[src/rtl/jpg_pkg.sv]
package jpg_pkg;

  localparam int CG_W   = 10;
  localparam int SEL_W  = 3;
  localparam int SEQ_LEN = 4;
  localparam int PH_W   = $clog2(SEQ_LEN);

  typedef logic [CG_W-1:0] cg_t;

  typedef enum logic [SEL_W-1:0] {
    SEL_USER    = 3'd0,
    SEL_HIFREQ  = 3'd1,
    SEL_MIXED   = 3'd2,
    SEL_LOFREQ  = 3'd3,
    SEL_COMPLEX = 3'd4,
    SEL_SQUARE  = 3'd5,
    SEL_RSV_A   = 3'd6,
    SEL_RSV_B   = 3'd7
  } jit_sel_e;

  localparam cg_t CG_HIFREQ  = 10'h2AA;
  localparam cg_t CG_MIX_POS = 10'h3EB;
  localparam cg_t CG_MIX_NEG = 10'h014;
  localparam cg_t CG_LOFREQ  = 10'h3E0;
  localparam cg_t CG_SQUARE  = 10'h0F8;

  function automatic cg_t complex_word(input logic [PH_W-1:0] idx);
    case (idx)
      2'd0:    complex_word = 10'h17C;
      2'd1:    complex_word = 10'h0C9;
      2'd2:    complex_word = 10'h0E5;
      default: complex_word = 10'h2A3;
    endcase
  endfunction

  function automatic logic sel_reserved(input logic [SEL_W-1:0] s);
    sel_reserved = (s == SEL_RSV_A) || (s == SEL_RSV_B);
  endfunction

  function automatic logic sel_sequenced(input logic [SEL_W-1:0] s);
    sel_sequenced = (s == SEL_MIXED) || (s == SEL_COMPLEX);
  endfunction

endpackage

[src/rtl/jpg_phase.sv]
module jpg_phase
  import jpg_pkg::*;
#(
  parameter int SEQ = SEQ_LEN,
  localparam int PW = $clog2(SEQ)
) (
  input  logic             clk,
  input  logic             rst_n,
  input  logic             en,
  input  logic [SEL_W-1:0] sel,
  output logic [PW-1:0]    idx
);

  logic             en_q;
  logic [SEL_W-1:0] sel_q;
  logic [PW-1:0]    ph_q;
  logic             restart;
  logic [PW-1:0]    idx_nxt;

  always_comb begin
    restart = en && (!en_q || (sel != sel_q));
    idx     = restart ? '0 : ph_q;
    if (idx == PW'(SEQ - 1)) idx_nxt = '0;
    else                     idx_nxt = idx + 1'b1;
  end

  always_ff @(posedge clk or negedge rst_n) begin
    if (!rst_n) begin
      en_q  <= 1'b0;
      sel_q <= '0;
      ph_q  <= '0;
    end else begin
      en_q  <= en;
      sel_q <= sel;
      ph_q  <= en ? idx_nxt : '0;
    end
  end

endmodule

[src/rtl/jpg_pattern.sv]
module jpg_pattern
  import jpg_pkg::*;
#(
  parameter int PW = PH_W
) (
  input  logic             en,
  input  logic [SEL_W-1:0] sel,
  input  logic [PW-1:0]    idx,
  input  cg_t              user_word,
  input  cg_t              txd,
  output cg_t              word,
  output logic             active
);

  cg_t pat;

  always_comb begin
    unique case (jit_sel_e'(sel))
      SEL_USER:    pat = user_word;
      SEL_HIFREQ:  pat = CG_HIFREQ;
      SEL_MIXED:   pat = idx[0] ? CG_MIX_NEG : CG_MIX_POS;
      SEL_LOFREQ:  pat = CG_LOFREQ;
      SEL_COMPLEX: pat = complex_word(idx[1:0]);
      SEL_SQUARE:  pat = CG_SQUARE;
      default:     pat = txd;
    endcase
    active = en && !sel_reserved(sel);
    word   = active ? pat : txd;
  end

endmodule

[src/rtl/jpg_out.sv]
module jpg_out
  import jpg_pkg::*;
(
  input  logic clk,
  input  logic rst_n,
  input  cg_t  word_d,
  input  logic act_d,
  output cg_t  word_q,
  output logic act_q
);

  always_ff @(posedge clk or negedge rst_n) begin
    if (!rst_n) begin
      word_q <= '0;
      act_q  <= 1'b0;
    end else begin
      word_q <= word_d;
      act_q  <= act_d;
    end
  end

endmodule

[src/rtl/jpg_tbi_jitter_gen.sv]
module jpg_tbi_jitter_gen
  import jpg_pkg::*;
(
  input  logic             clk,
  input  logic             rst_n,
  input  logic             jit_en,
  input  logic [SEL_W-1:0] pat_sel,
  input  logic [CG_W-1:0]  user_word,
  input  logic [CG_W-1:0]  txd_in,
  output logic [CG_W-1:0]  tbi_out,
  output logic             pat_active
);

  logic [PH_W-1:0] seq_idx;
  cg_t             nxt_word;
  logic            nxt_act;

  jpg_phase #(.SEQ(SEQ_LEN)) u_phase (
    .clk   (clk),
    .rst_n (rst_n),
    .en    (jit_en),
    .sel   (pat_sel),
    .idx   (seq_idx)
  );

  jpg_pattern #(.PW(PH_W)) u_pattern (
    .en        (jit_en),
    .sel       (pat_sel),
    .idx       (seq_idx),
    .user_word (user_word),
    .txd       (txd_in),
    .word      (nxt_word),
    .active    (nxt_act)
  );

  jpg_out u_out (
    .clk    (clk),
    .rst_n  (rst_n),
    .word_d (nxt_word),
    .act_d  (nxt_act),
    .word_q (tbi_out),
    .act_q  (pat_active)
  );

endmodule

[config.mk]
export PLATFORM = sky130hd
export DESIGN_NAME = jpg_tbi_jitter_gen
export DESIGN_NICKNAME = d
export VERILOG_FILES = /design/src/rtl/jpg_pkg.sv /design/src/rtl/jpg_phase.sv /design/src/rtl/jpg_pattern.sv /design/src/rtl/jpg_out.sv /design/src/rtl/jpg_tbi_jitter_gen.sv
export SDC_FILE = /design/constraint.sdc
export NUM_CORES = 1
export LEC_CHECK = 0
export ABC_AREA = 0
export BUFFER_PORTS_ARGS = -buffer_cell sky130_fd_sc_hd__buf_2
export CORE_MARGIN = 2
export CORE_UTILIZATION = 32
export DETAILED_ROUTE_END_ITERATION = 7
export PLACE_DENSITY_LB_ADDON = 0.08
export SYNTH_ARGS = -nofsm -noshare
export SYNTH_HDL_FRONTEND = slang
export SYNTH_SLANG_ARGS = --single-unit
[constraint.sdc]
create_clock -name clk -period 3.3 [get_ports clk]
set_input_delay 0.66 -clock clk [delete_from_list [all_inputs] [get_ports clk]]
set_output_delay 0.66 -clock clk [all_outputs]
set_load 0.01 [all_outputs]
==> After elaboration in Yosys (flattened, before gate mapping) <==
Index checks and enable logic that the tools add are counted.
{ "word_totals": {"regBits": 17, "in_bits": 26, "out_inout_bits": 11, "elab_cells": 32} }
{ "classes": {"n_addsub": 1, "n_eq_ne": 11, "muxes": 7, "reduce_logical": 8} }
{ "ops": {"columns": ["operator", "n"], "rows": [
  ["$pmux 10 s6", 1],
  ["$pmux 10 s3", 1],
  ["$mux 10", 2],
  ["$eq 3x3->1 const B", 4],
  ["$eq 3x2->1 const B", 2],
  ["$mux 2", 3],
  ["$eq 2x2->1 const B", 2],
  ["$eq 3x1->1 const B", 1],
  ["$logic_not 3->1", 1],
  ["$ne 3x3->1", 1],
  ["$add 2x1->2 const B", 1],
  ["$eq 2x1->1 const B", 1],
  ["$logic_and 1x1->1", 2],
  ["$logic_not 1->1", 2],
  ["$logic_not 2->1", 1],
  ["$logic_or 1x1->1", 2]
]} }

==> Depth between registers and ports, before layout <==
{ "logic_depth": {"ltp_word": 8, "mapped_depth": 7, "ltp_nobuf": 7} }

==> Modules after synthesis <==
A second synthesis with hierarchy kept.
{ "unflattened": {"hier_cells": 92, "area_unflattened_um2": 914.6} }
{ "by_module_without_submodules": {"columns": ["mod", "instances", "cells_per_inst", "area_per_inst_um2", "seq_area_each_um2"], "rows": [
  ["jpg_pattern", 1, 64, 416.6, 0.0],
  ["jpg_out", 1, 11, 275.3, 275.3],
  ["jpg_phase", 1, 17, 222.7, 150.1]
]} }

==> Least setup slack after synthesis <==
No wires, ideal clock.
{ "synth_path": {"path_kind": "input port to flip-flop", "startpoint": "in pat_sel[1]", "endpoint": "reg u_out.word_q[0]", "arrival_time_ps": 1841, "slack_ps": 1377, "cell_stages": 7, "path_buffers": 0, "path_cell_list": "xnor2_1 a41oi_2 nand2b_1 ha_1 nor2_1 o21ai_0 a31oi_1"} }
{ "synth_via": {"elab_chain_len": 8, "word_cells_on_any_way": 22, "cone_classes": "eq/ne (10); mux (5); reduce/logical (7)"} }
{ "synth_lines": {"columns": ["element", "line_no", "text"], "rows": [
  ["start, declared", "jpg_tbi_jitter_gen.sv:7", "input logic [SEL_W-1:0] pat_sel,"],
  ["$ne 3x3->1", "jpg_phase.sv:21", "restart = en && (!en_q || (sel != sel_q));"],
  ["$logic_or 1x1->1", "jpg_phase.sv:21", null],
  ["$logic_and 1x1->1", "jpg_phase.sv:21", null],
  ["$mux 2", "jpg_phase.sv:22", "idx = restart ? '0 : ph_q;"],
  ["$eq 2x2->1 (tied with other cells)", "jpg_pkg.sv:28", "case (idx)"],
  ["$pmux 10 s3", "jpg_pkg.sv:28", null],
  ["$pmux 10 s6", "jpg_pattern.sv:18", "unique case (jit_sel_e'(sel))"],
  ["$mux 10 (*)", "jpg_pattern.sv:28", "word = active ? pat : txd;"],
  ["named net nxt_word[0]", "jpg_tbi_jitter_gen.sv:15", "cg_t nxt_word;"],
  ["end signal, assigned", "jpg_out.sv:17", "word_q <= word_d;"],
  ["end, declared", "jpg_out.sv:8", "output cg_t word_q,"]
]} }
The timed path passes the listed nets; every way through them passes the cells marked *.

==> Worst setup path after layout <==
{ "layout_path": {"startpoint": "in pat_sel[1]", "endpoint": "reg u_out.word_q[7]"} }
Same word-level chain as after synthesis.

==> metrics.md <==
| Metric | Value |
|---|---|
| Psw | 135 µW |
| Routability cong. | 0.751 |
| Post-synth top area share | 44.8% |
| Clk_skew | 0.00165 ns |
| Most frequent cell after synthesis | dfrtp_1 |
| Starting Density | 34.1% |
| Nets | 159 |
| Sequential share of the synthesized area | 44.8% |
| Vias in the first global route | 811 |
| Worst VDD drop | 200 µV |
| Combinational share of power | 24.1% |
| Count of cell types in the netlist | 35 |
| First-pass GRT wire length | 3730 µm |
| Maxcap violations | 0 |
| Worst R2R Path Depth | 7 |
| Crit path buffers/inverters | 1 |
| Row cnt | 19 |
| Data required, critical path | 3.52 ns |
| Delay of the slowest cell on the worst path | 0.39 ns |
| Hold Path Class | input port to async pin |
| Clock root buffer | clkbuf_4 |
| Die Area | 3420 µm² |
| Worst-Skew Late Latency | 0.29 ns |
| Clock period minus worst slack | 2.01 ns |
| # H-tree levels | 1 |
| Dominant cell type by area after synthesis | dfrtp_1 |
| Placed cell areas | 1160 µm² |
| CTS Hold Bufs | 0 |
| Via count | 833 |
| Synth Instances | 95 |
| Clock share of power | 24.9% |
| Buffers added on ports | 36 |
| CTS resizes | 0 |
| CTS tree | yes |
| Post-route DRC violation count | 0 |
| Setup CP Type | input port to flop |
| Postcts setup bufs | 0 |
| RSZ-0062 raised after global routing | no |
| Final Cell Area | 1180 µm² |
| DR vias/cell | 5.14 |
| Average routed wire per standard cell | 14.3 µm |
| Top cells by area, synth | dfrtp_1 45%, nor2_1 6.3%, a41oi_2 5.1% |
| Total CTS buffers | 3 |
| Final setup violating endpoints | 0 |
| CP Launch Type | input port |
| Slew HR | 73.0% |
| N_diodes | 0 |
| Final hold vios | 0 |
| Drt first pass iters | 4 |
| Leak | 0.529 nW |
| Synthesis Warnings | 0 |
| Sequential share of power | 51.0% |
| Average size of a mapped cell | 10.0 µm² |
| CP Data Arrival Time | 2.22 ns |
| Sw Share | 29.7% |
| P&R area growth vs syn | 24.5% |
| Layout cell share with drive strength beyond 1 | 38.2% |
| Post-route ant nets | 0 |
| Total core area | 2780 µm² |
| Post-Route Setup TNS | 0 ns |
| Crit path cell chain | buf_2 > xnor2_1 > a41oi_2 > nand2b_1 > ha_1 > nor2_1 > o21ai_0 > a31oi_1 |
| DRT Wirelength | 2310 µm |
| Pint | 319 µW |
| Number of enable flip-flop cells after synthesis | 0 |
| FMAX | 499 MHz |
| Reg-to-reg slack, setup | 1.51 ns |
| Crit Path Max Fanout | 12 |
| Final period utilization | 60.8% |
| Fillers | 300 |
| Synth Register Bits | 17 |
| GR Util All Layers | 14.5% |
| Initial antenna violation count | 0 |
| Max clock buf depth | 2 |
| PwrDens | 384 nW/µm² |
| R2R Path Start | u_phase.sel_q[1] |
| Cell Area, Synth | 950 µm² |
| Clk slew on worst S/H paths | 0.10 ns |
| RR Endpoint | u_out.word_q[7] |
| CP endpoint kind | flop |
| Dominant synthesized flop cell | dfrtp_1 |
| Slowest CP cell | xnor2_1 |
| Post-synth top cells | 17 x dfrtp_1, 16 x nor2_1, 7 x a31oi_1 |
| HPWL after DPL | 1690 µm |
| Clk sinks | 17 |
| Async SR Flop Fraction | 100% |
| IO Count | 37 |
| Status | finished clean |
| Critical path's top delay family | compound AO/OA/AOI/OAI gates |
| Largest net degree at the start of global routing | 21 |
| Syn_nets | 122 |
| Least-Margin Pin Slew | 0.403 ns |
| Total global routing overflow | 0 |
| Total power draw | 454 µW |
| Die X | 58.5 µm |
| Overall die height | 58.5 µm |
| Max-slew violations | 0 |
| Iteration-0 DRC Markers | 19 |
[kinds of logic (layout without fill, tap and decap cells)]
| kind of cell | after synthesis | after routing | share of synthesized area [%] |
|---|---|---|---|
| compound gates | 29 | 29 | 26.5 |
| xor+xnor | 3 | 3 | 4.35 |
| fa+ha+maj | 1 | 1 | 1.32 |
| buf+inv | 9 | 45 | 3.69 |
| flops | 17 | 17 | 44.8 |
| mux | 2 | 2 | 2.11 |
| simple gates | 34 | 34 | 17.3 |
[worst register-to-register path: stages (launching register included)]
cell and delay, ns:
dfrtp_1 0.39, xnor2_1 0.35, a41oi_2 0.23, nand2b_1 0.20, ha_1 0.18, nor2_1 0.11, o21ai_0 0.10, a31oi_1 0.16
[flip-flops by register name (all words and copies together) (netlist names)]
name           cells
u_phase.ph_q       2
u_phase.en_q       1
u_out.act_q        1
u_phase.sel_q      3
u_out.word_q      10
[worst max path at each step]
stage                    start              end  slack [ns]  cells past startpoint
finish              pat_sel[1]  u_out.word_q[7]        1.29                      8
floorplan           pat_sel[1]  u_out.word_q[0]        1.38                      7
CTS                 pat_sel[1]  u_out.word_q[7]        1.28                      8
global route        pat_sel[1]  u_out.word_q[0]        1.09                      8
detailed placement  pat_sel[1]  u_out.word_q[7]        0.98                      8
global placement    pat_sel[1]  u_out.word_q[0]        1.01                      8
[cells in the final DEF (no fill, tap or decap), types with 2 or more instances in the layout]
cell       n
nor2b_1    2
nor2_1    16
a21oi_1    3
dfrtp_1   17
mux2i_1    2
o21ai_0    2
nand2b_1   2
and2_1     3
a41oi_2    3
o21ai_1    2
xnor2_2    2
nor3_1     3
inv_1      3
a31oi_1    7
clkbuf_4   3
nand2_1    5
buf_2     36
[final cells by class]
class,instances,area (µm²),share of cell area [%]
inverters,4,15.0,1.27
multi-input cells,69,489,41.4
well taps,31,38.8,3.28
repair buffers,37,188,15.9
flip-flops and latches,17,425,36.0
clock buffers,4,26.3,2.22
[power by group through the flow]
| stage | combinational (mW) | sequential, mW | clock (mW) |
|---|---|---|---|
| after floorplan | 0.0572 | 0.243 | 0 |
| after global placement | 0.110 | 0.236 | 0 |
| after detailed placement | 0.110 | 0.236 | 0 |
| after CTS | 0.111 | 0.232 | 0.117 |
| after global routing | 0.122 | 0.233 | 0.127 |
| final | 0.109 | 0.231 | 0.113 |
[metrics by stage]
step	utilization (%)	worst slack [ns]	hold slack, ns	std cells
after floorplan	-	1.38	0.364	95
after global placement	41.6	1.01	0.606	158
after detailed placement	41.6	0.983	0.607	158
after CTS	42.5	1.28	0.282	162
after global routing	42.5	1.09	0.281	162
final	42.5	1.29	0.272	162
[per-layer routing]
metal | wire length, µm | up-vias | part of all wire, % | GRT usage [%]
met2 | 963 | 34 | 42 | 22.0
met1 | 1120 | 378 | 48 | 20.6
met5 | 0 | - | 0 | 0
li1 | - | 416 | - | -
met3 | 195 | 5 | 8.4 | 2.42
met4 | 36 | 0 | 1.6 | 5.98
Note: power is estimated with default switching activity, not from simulation.
